$ cat config.mk
export PLATFORM = sky130hd
export DESIGN_NAME = odc_top
export DESIGN_NICKNAME = d
export VERILOG_FILES = /design/src/rtl/odc_pkg.sv /design/src/rtl/odc_ctrl.sv /design/src/rtl/odc_regs.sv /design/src/rtl/odc_hiz.sv /design/src/rtl/odc_top.sv
export SDC_FILE = /design/constraint.sdc
export NUM_CORES = 1
export LEC_CHECK = 0
export BUFFER_PORTS_ARGS = -buffer_cell sky130_fd_sc_hd__clkbuf_2
export CAP_MARGIN = 10
export CORE_MARGIN = 1
export CORE_UTILIZATION = 38
export DETAILED_ROUTE_END_ITERATION = 8
export PLACE_DENSITY_LB_ADDON = 0.05
export SYNTH_ARGS = -nofsm -noshare
export SYNTH_HDL_FRONTEND = slang
export SYNTH_SLANG_ARGS = --single-unit
export TNS_END_PERCENT = 50
$ cat constraint.sdc
create_clock -name clk -period 2.2 [get_ports clk]
set_input_delay 0.33 -clock clk [delete_from_list [all_inputs] [get_ports clk]]
set_output_delay 0.33 -clock clk [all_outputs]
set_load 0.02 [all_outputs]
$ cat src/rtl/odc_pkg.sv
package odc_pkg;
  localparam int REG_W     = 16;
  localparam int NUM_GRP   = 12;
  localparam int GRP_SPAN  = 3;
  localparam int FLT_N     = 4;

  typedef struct packed {
    logic wrMain;
    logic wrSingle;
  } odcStrobe_t;
endpackage

$ cat src/rtl/odc_ctrl.sv
module odc_ctrl
  import odc_pkg::*;
(
  input  logic       wrEn,
  input  logic       addr,
  output odcStrobe_t strb
);
  always_comb begin
    strb          = '0;
    strb.wrMain   = wrEn && !addr;
    strb.wrSingle = wrEn && addr;
  end
endmodule

$ cat src/rtl/odc_regs.sv
module odc_regs
  import odc_pkg::*;
#(
  parameter int              W       = REG_W,
  parameter int              NG      = NUM_GRP,
  parameter int              SPAN    = GRP_SPAN,
  parameter logic [W-1:0]    RST_VAL = 16'h7700
) (
  input  logic         clk,
  input  logic         rstN,
  input  odcStrobe_t   strb,
  input  logic         addr,
  input  logic [W-1:0] wrData,
  output logic [W-1:0] rdData,
  output logic [NG-1:0] grpEn,
  output logic         pinEn
);
  function automatic logic [W-1:0] mkLive();
    logic [W-1:0] m;
    m = '0;
    for (int g = 0; g < NG; g++) m[g + g / SPAN] = 1'b1;
    return m;
  endfunction

  localparam logic [W-1:0] LIVE = mkLive();

  logic [W-1:0] storedQ;
  logic [W-1:0] writtenQ;
  logic         pinWrittenQ;

  for (genvar b = 0; b < W; b++) begin : g_bit
    if (LIVE[b]) begin : g_live
      always_ff @(posedge clk or negedge rstN) begin
        if (!rstN) begin
          storedQ[b]  <= RST_VAL[b];
          writtenQ[b] <= 1'b0;
        end else if (strb.wrMain && !writtenQ[b]) begin
          storedQ[b]  <= wrData[b];
          writtenQ[b] <= 1'b1;
        end
      end
    end else begin : g_rsvd
      assign storedQ[b]  = 1'b0;
      assign writtenQ[b] = 1'b0;
    end
  end

  always_ff @(posedge clk or negedge rstN) begin
    if (!rstN) begin
      pinEn       <= 1'b0;
      pinWrittenQ <= 1'b0;
    end else if (strb.wrSingle && !pinWrittenQ) begin
      pinEn       <= wrData[0];
      pinWrittenQ <= 1'b1;
    end
  end

  assign rdData = addr ? {{(W-1){1'b0}}, pinEn} : storedQ;

  for (genvar g = 0; g < NG; g++) begin : g_map
    assign grpEn[g] = storedQ[g + g / SPAN];
  end

  // reserved positions never read back as 1
  p_rsvd_zero_r2: assert property (@(posedge clk) disable iff (!rstN)
    !addr |-> ((rdData & ~LIVE) == '0));

  // bits already written keep their value
  p_locked_hold_r4: assert property (@(posedge clk) disable iff (!rstN)
    1'b1 |=> ((storedQ & $past(writtenQ)) == ($past(storedQ) & $past(writtenQ))));

  // single-pin bit holds once written
  p_pin_locked_r4: assert property (@(posedge clk) disable iff (!rstN)
    pinWrittenQ |=> $stable(pinEn));

  // written flags never drop outside reset
  p_written_mono_r4: assert property (@(posedge clk) disable iff (!rstN)
    1'b1 |=> (($past(writtenQ) & ~writtenQ) == '0));

  // a single-pin write leaves the control word untouched
  p_indep_r5: assert property (@(posedge clk) disable iff (!rstN)
    strb.wrSingle |=> $stable(storedQ));
endmodule

$ cat src/rtl/odc_hiz.sv
module odc_hiz
  import odc_pkg::*;
#(
  parameter int NG = NUM_GRP,
  parameter int FN = FLT_N
) (
  input  logic           clk,
  input  logic           rstN,
  input  logic [NG-1:0]  grpEn,
  input  logic [NG*FN-1:0] grpFault,
  input  logic [NG-1:0]  grpSwReq,
  input  logic [NG-1:0]  grpCmpFault,
  input  logic [NG-1:0]  grpCmpEn,
  input  logic           pinEn,
  input  logic           pinFault,
  input  logic           pinSwReq,
  output logic [NG-1:0]  grpHiZ,
  output logic [NG-1:0]  grpCmpArm,
  output logic           pinHiZ
);
  for (genvar g = 0; g < NG; g++) begin : g_grp
    logic anyFault;
    logic cmpTrip;
    assign anyFault     = (|grpFault[g*FN +: FN]) || grpSwReq[g];
    assign cmpTrip      = grpCmpFault[g] && grpCmpEn[g];
    assign grpHiZ[g]    = grpEn[g] && (anyFault || cmpTrip);
    assign grpCmpArm[g] = grpEn[g];

    // disabled group stays driven
    p_off_quiet_r9: assert property (@(posedge clk) disable iff (!rstN)
      !grpEn[g] |-> (!grpHiZ[g] && !grpCmpArm[g]));

    // enabled group with a raised fault flag is forced off
    p_fault_hiz_r7: assert property (@(posedge clk) disable iff (!rstN)
      (grpEn[g] && (|grpFault[g*FN +: FN])) |-> grpHiZ[g]);

    // ungated compare fault alone does nothing
    p_cmp_gate_r8: assert property (@(posedge clk) disable iff (!rstN)
      (!grpCmpEn[g] && !grpSwReq[g] && !(|grpFault[g*FN +: FN])) |-> !grpHiZ[g]);
  end

  assign pinHiZ = pinEn && (pinFault || pinSwReq);

  // single pin forced off on its own fault when enabled
  p_pin_hiz_r10: assert property (@(posedge clk) disable iff (!rstN)
    (pinEn && pinFault) |-> pinHiZ);
endmodule

$ cat src/rtl/odc_top.sv
module odc_top
  import odc_pkg::*;
#(
  parameter int W  = REG_W,
  parameter int NG = NUM_GRP,
  parameter int FN = FLT_N
) (
  input  logic             clk,
  input  logic             rstN,
  input  logic             wrEn,
  input  logic             addr,
  input  logic [W-1:0]     wrData,
  output logic [W-1:0]     rdData,
  input  logic [NG*FN-1:0] grpFault,
  input  logic [NG-1:0]    grpSwReq,
  input  logic [NG-1:0]    grpCmpFault,
  input  logic [NG-1:0]    grpCmpEn,
  output logic [NG-1:0]    grpHiZ,
  output logic [NG-1:0]    grpCmpArm,
  input  logic             pinFault,
  input  logic             pinSwReq,
  output logic             pinHiZ
);
  odcStrobe_t      strb;
  logic [NG-1:0]   grpEn;
  logic            pinEn;

  odc_ctrl u_ctrl (
    .wrEn (wrEn),
    .addr (addr),
    .strb (strb)
  );

  odc_regs #(.W(W), .NG(NG)) u_regs (
    .clk    (clk),
    .rstN   (rstN),
    .strb   (strb),
    .addr   (addr),
    .wrData (wrData),
    .rdData (rdData),
    .grpEn  (grpEn),
    .pinEn  (pinEn)
  );

  odc_hiz #(.NG(NG), .FN(FN)) u_hiz (
    .clk         (clk),
    .rstN        (rstN),
    .grpEn       (grpEn),
    .grpFault    (grpFault),
    .grpSwReq    (grpSwReq),
    .grpCmpFault (grpCmpFault),
    .grpCmpEn    (grpCmpEn),
    .pinEn       (pinEn),
    .pinFault    (pinFault),
    .pinSwReq    (pinSwReq),
    .grpHiZ      (grpHiZ),
    .grpCmpArm   (grpCmpArm),
    .pinHiZ      (pinHiZ)
  );
endmodule

# Yosys cells after proc, flatten, opt, wreduce, memory -nomap -nowiden
# Index checks and enable logic that the tools add are counted.
# word_totals
regBits	26
output_inout_bits	41
wordCells	118
# op_classes
n_mux	1
n_reduce_logical	91
# ops
op	count
4-bit OR reduction	12
1-bit logical AND	40
1-bit logical OR	25
15-bit 2-to-1 mux	1
1-bit logical NOT	14

# Depth between registers and ports, before layout
# depth
word_depth	4
ltp_mapped	4

# Cells and area by module
# Synthesis repeated with hierarchy kept, for this count alone.
# unflattened
hier_cells	136
hier_area_um2	1594.0
# by_module_without_submodules
mod	n_inst	cells_each	area_each_um2	seq_area_each_um2
odc_regs	1	85	1179.9	658.1
odc_hiz	1	49	397.9	0.0
odc_ctrl	1	2	16.3	0.0

# Worst setup path after synthesis
# No wires, ideal clock.
# synth_path
kind	register to output
startpoint	register u_regs.storedQ[13] (netlist: u_regs.grpEn[10])
endpoint	output port grpHiZ[10]
arrival_time_ps	1121
slack_ps	749
stages_incl_launch_ff	2
path_buffers	0
cell_sequence	dfstp_2 > a21boi_0
# synth_via
elab_chain_len	1
# synth_lines
item	line_no	rtl
start: declaration	odc_regs.sv:27	logic [W-1:0] storedQ;
start signal: indexed assignment	odc_regs.sv:35	storedQ[b] <= RST_VAL[b];
start signal: indexed assignment	odc_regs.sv:38	storedQ[b] <= wrData[b];
1-bit logical AND	odc_hiz.sv:26	assign grpHiZ[g] = grpEn[g] && (anyFault || cmpTrip);
end: declaration	odc_top.sv:18	output logic [NG-1:0] grpHiZ,
# Every way passes these cells.

# Worst setup path in the final report
# layout_path
startpoint	register u_regs.storedQ[10] (netlist: u_regs.grpEn[8])
endpoint	output port grpHiZ[8]
# Same word-level chain as after synthesis.

==> results.toml <==
[layout]
final_cell_mix = "clkbuf_2 (138), dfrtp_1 (20), nand2b_1 (13)"
final_common_cell = "clkbuf_2"
drive_gt1_share_pct = 60.69
fill_cells = 323
finalNetCount = 369
n_antenna_cell = 0
syn_to_final_growth_pct = 53.17

[clock_network]
ctsHoldBuffers = 0
cts_setup_buffers = 0
cts.clk_slew.worst_paths_ns = 0.09
clk-insertion-delay-late_ns = 0.27
ctsResizeCount = 0
htreeDepth = 1
root_buffer = "clkbuf_8"
clockBufferDepth = 2
clock_sinks = 26
numCtsBuffers = 3
tritoncts = "yes"

[sta]
tns_ns = 0
drv_slew = 0
finClkSkew_ns = 0.0008528
final-setup-viol-count = 0
finalCritPeriodShare_pct = 69.49
worstMarginPinSlew_ns = 0.6385
slew_headroom_pct = 57.43
finalCriticalPeriod_ns = 1.529
finalHoldViolations = 0
rsz0062_at_grt = "no"
fmax_ghz = 0.6541
holdWs_ns = 0.07111

[routing]
drt_iter0_drc = 6
drc = 0
avgRoutedWirePerCell_um = 10.41
vias = 1446
first_pass_iters = 2
wirelength_um = 3205
vias_per_cell = 4.695
ant_nets = 0

[floorplanning]
fp.coreArea_um2 = 3468
num_rows = 21
die_area_um2 = 3982
start_util_pct = 40.91
die_w_um = 63.11
die_h_um = 63.11
boundaryPins = 147

[min_path]
min-delay-path-class = "primary input to asynchronous set/reset pin"

[grt]
grt_start_max_net_pins = 27
antenna_found_initial = 0
grt_overflow_total = 0
grt_use_total_pct = 16.57
grt_pass1_vias = 1343
grt_pass1_wl_um = 5354

[power_and_ir_drop]
ir_drop_v = 0.0005068
power.density_nw_per_um2 = 612.6
p_leak_nw = 1.084

[worst_setup_path]
crit_chain = "a21boi_0, clkbuf_2"
critPathSlowestCell = "dfstp_2"
crit_buf_inv = 1
endpoint_kind = "output port"
crit_path_start_kind = "flop"
crit_path_max_incr_delay_ns = 0.55
critPathTopFamily = "flip-flops"
cp_max_fo = 4
crit_type = "flop to output port"
cp.arrival_ns = 1.20
cp_data_required_time_ns = 1.87

[run_status]
outcome = "complete, no violations"

[synthesis]
netlist_area_um2 = 1419
yosysSeqAreaShare_pct = 46.38
yosysWarnings = 0
postSynthAreaPerCell_um2 = 11.35
synth-seq-cells = 26
syn_inst = 125
ys_types = 19

[flow_run]
max-cap-violations = 0

[place]
dpl.hpwl_um = 2627
gp_congestion = 0.6697
numPortBuffers = 138
-- layer usage --
metal	routed length (um)	part of all wire, %	global-route usage [%]
met1	1248	39	17.68
met2	1699	53	31.99
met3	246	7.7	4.529
met4	11	0.34	3.198
met5	0	0	0
-- where the power goes --
group          leakage (nW)  switching (W)  internal, W
Clock                0.0288       0.000142     0.000160
Sequential            0.264      0.0000349     0.000536
Combinational         0.791       0.000257     0.000202
Total                  1.08       0.000434     0.000897
-- cells in the mapped netlist, drive strengths merged --
| cell type | instances | area, um2 |
|---|---|---|
| dfstp | 6 | 157.7 |
| dfrtp | 20 | 500.5 |
| conb | 1 | 3.750 |
| nor3b | 12 | 130.1 |
| nor4 | 12 | 75.07 |
| a21o | 1 | 7.510 |
| a21oi | 12 | 60.06 |
| o21a | 1 | 7.510 |
| nand2b | 13 | 81.33 |
| mux2 | 14 | 161.4 |
| buf | 9 | 67.56 |
| nand3b | 1 | 7.510 |
| a21boi | 12 | 90.09 |
| nor2b | 11 | 68.82 |
-- through the flow --
step	area (um2)	instances	power [W]	worst slack (ns)	util (%)
after floorplan	1430	128	0.0008385	0.7488	-
after global placement	2118	304	0.001043	0.6939	61.08
after detailed placement	2118	304	0.001047	0.7017	61.08
after CTS	2173	308	0.001354	0.6633	62.66
after global routing	2173	308	0.001408	0.5515	62.66
final	2173	308	0.001331	0.6712	62.66
-- final cells by class --
cell class	count	area [um2]	area share, %
Multi-Input combinational cell	93	704.4	32.41
Timing Repair Buffer	139	698.2	32.12
Sequential cell	26	658.1	30.28
Tap cell	46	57.56	2.648
Clock buffer	4	55.05	2.533
-- logic make-up (layout without fill, tap and decap cells) --
| family | after synthesis | in the layout | share of synthesized area [%] |
|---|---|---|---|
| compound gates | 26 | 26 | 11.64 |
| buf+inv | 9 | 143 | 4.762 |
| flops | 26 | 26 | 46.38 |
| mux | 14 | 14 | 11.38 |
| other cells | 1 | 4 | 0.2643 |
| simple gates | 49 | 49 | 25.57 |
-- state kept, by name (all words and copies together), names as in the netlist --
signal,count
u_regs.pinWrittenQ,1
u_regs.pinEn,1
u_regs.grpEn,12
u_regs.writtenQ,12
-- worst register-to-register path: stages, from the launching register on --
cell	delay, ns
dfrtp_1	0.39
nor3b_1	0.23
mux2_1	0.34
-- worst paths after layout --
path	from	to	slack, ns	depth (start not counted)
max reg2reg	u_regs.writtenQ[10]	u_regs.grpEn[8]	1.18	2
min in group clk	wrData[5]	u_regs.grpEn[4]	0.27	2
min reg2reg	u_regs.pinWrittenQ	u_regs.pinWrittenQ	0.46	1
max	u_regs.grpEn[8]	grpHiZ[8]	0.67	2
min	rstN	u_regs.writtenQ[14]	0.07	1
max in group asynchronous	rstN	u_regs.writtenQ[13]	1.72	1
(Power assumes the default switching activity.)
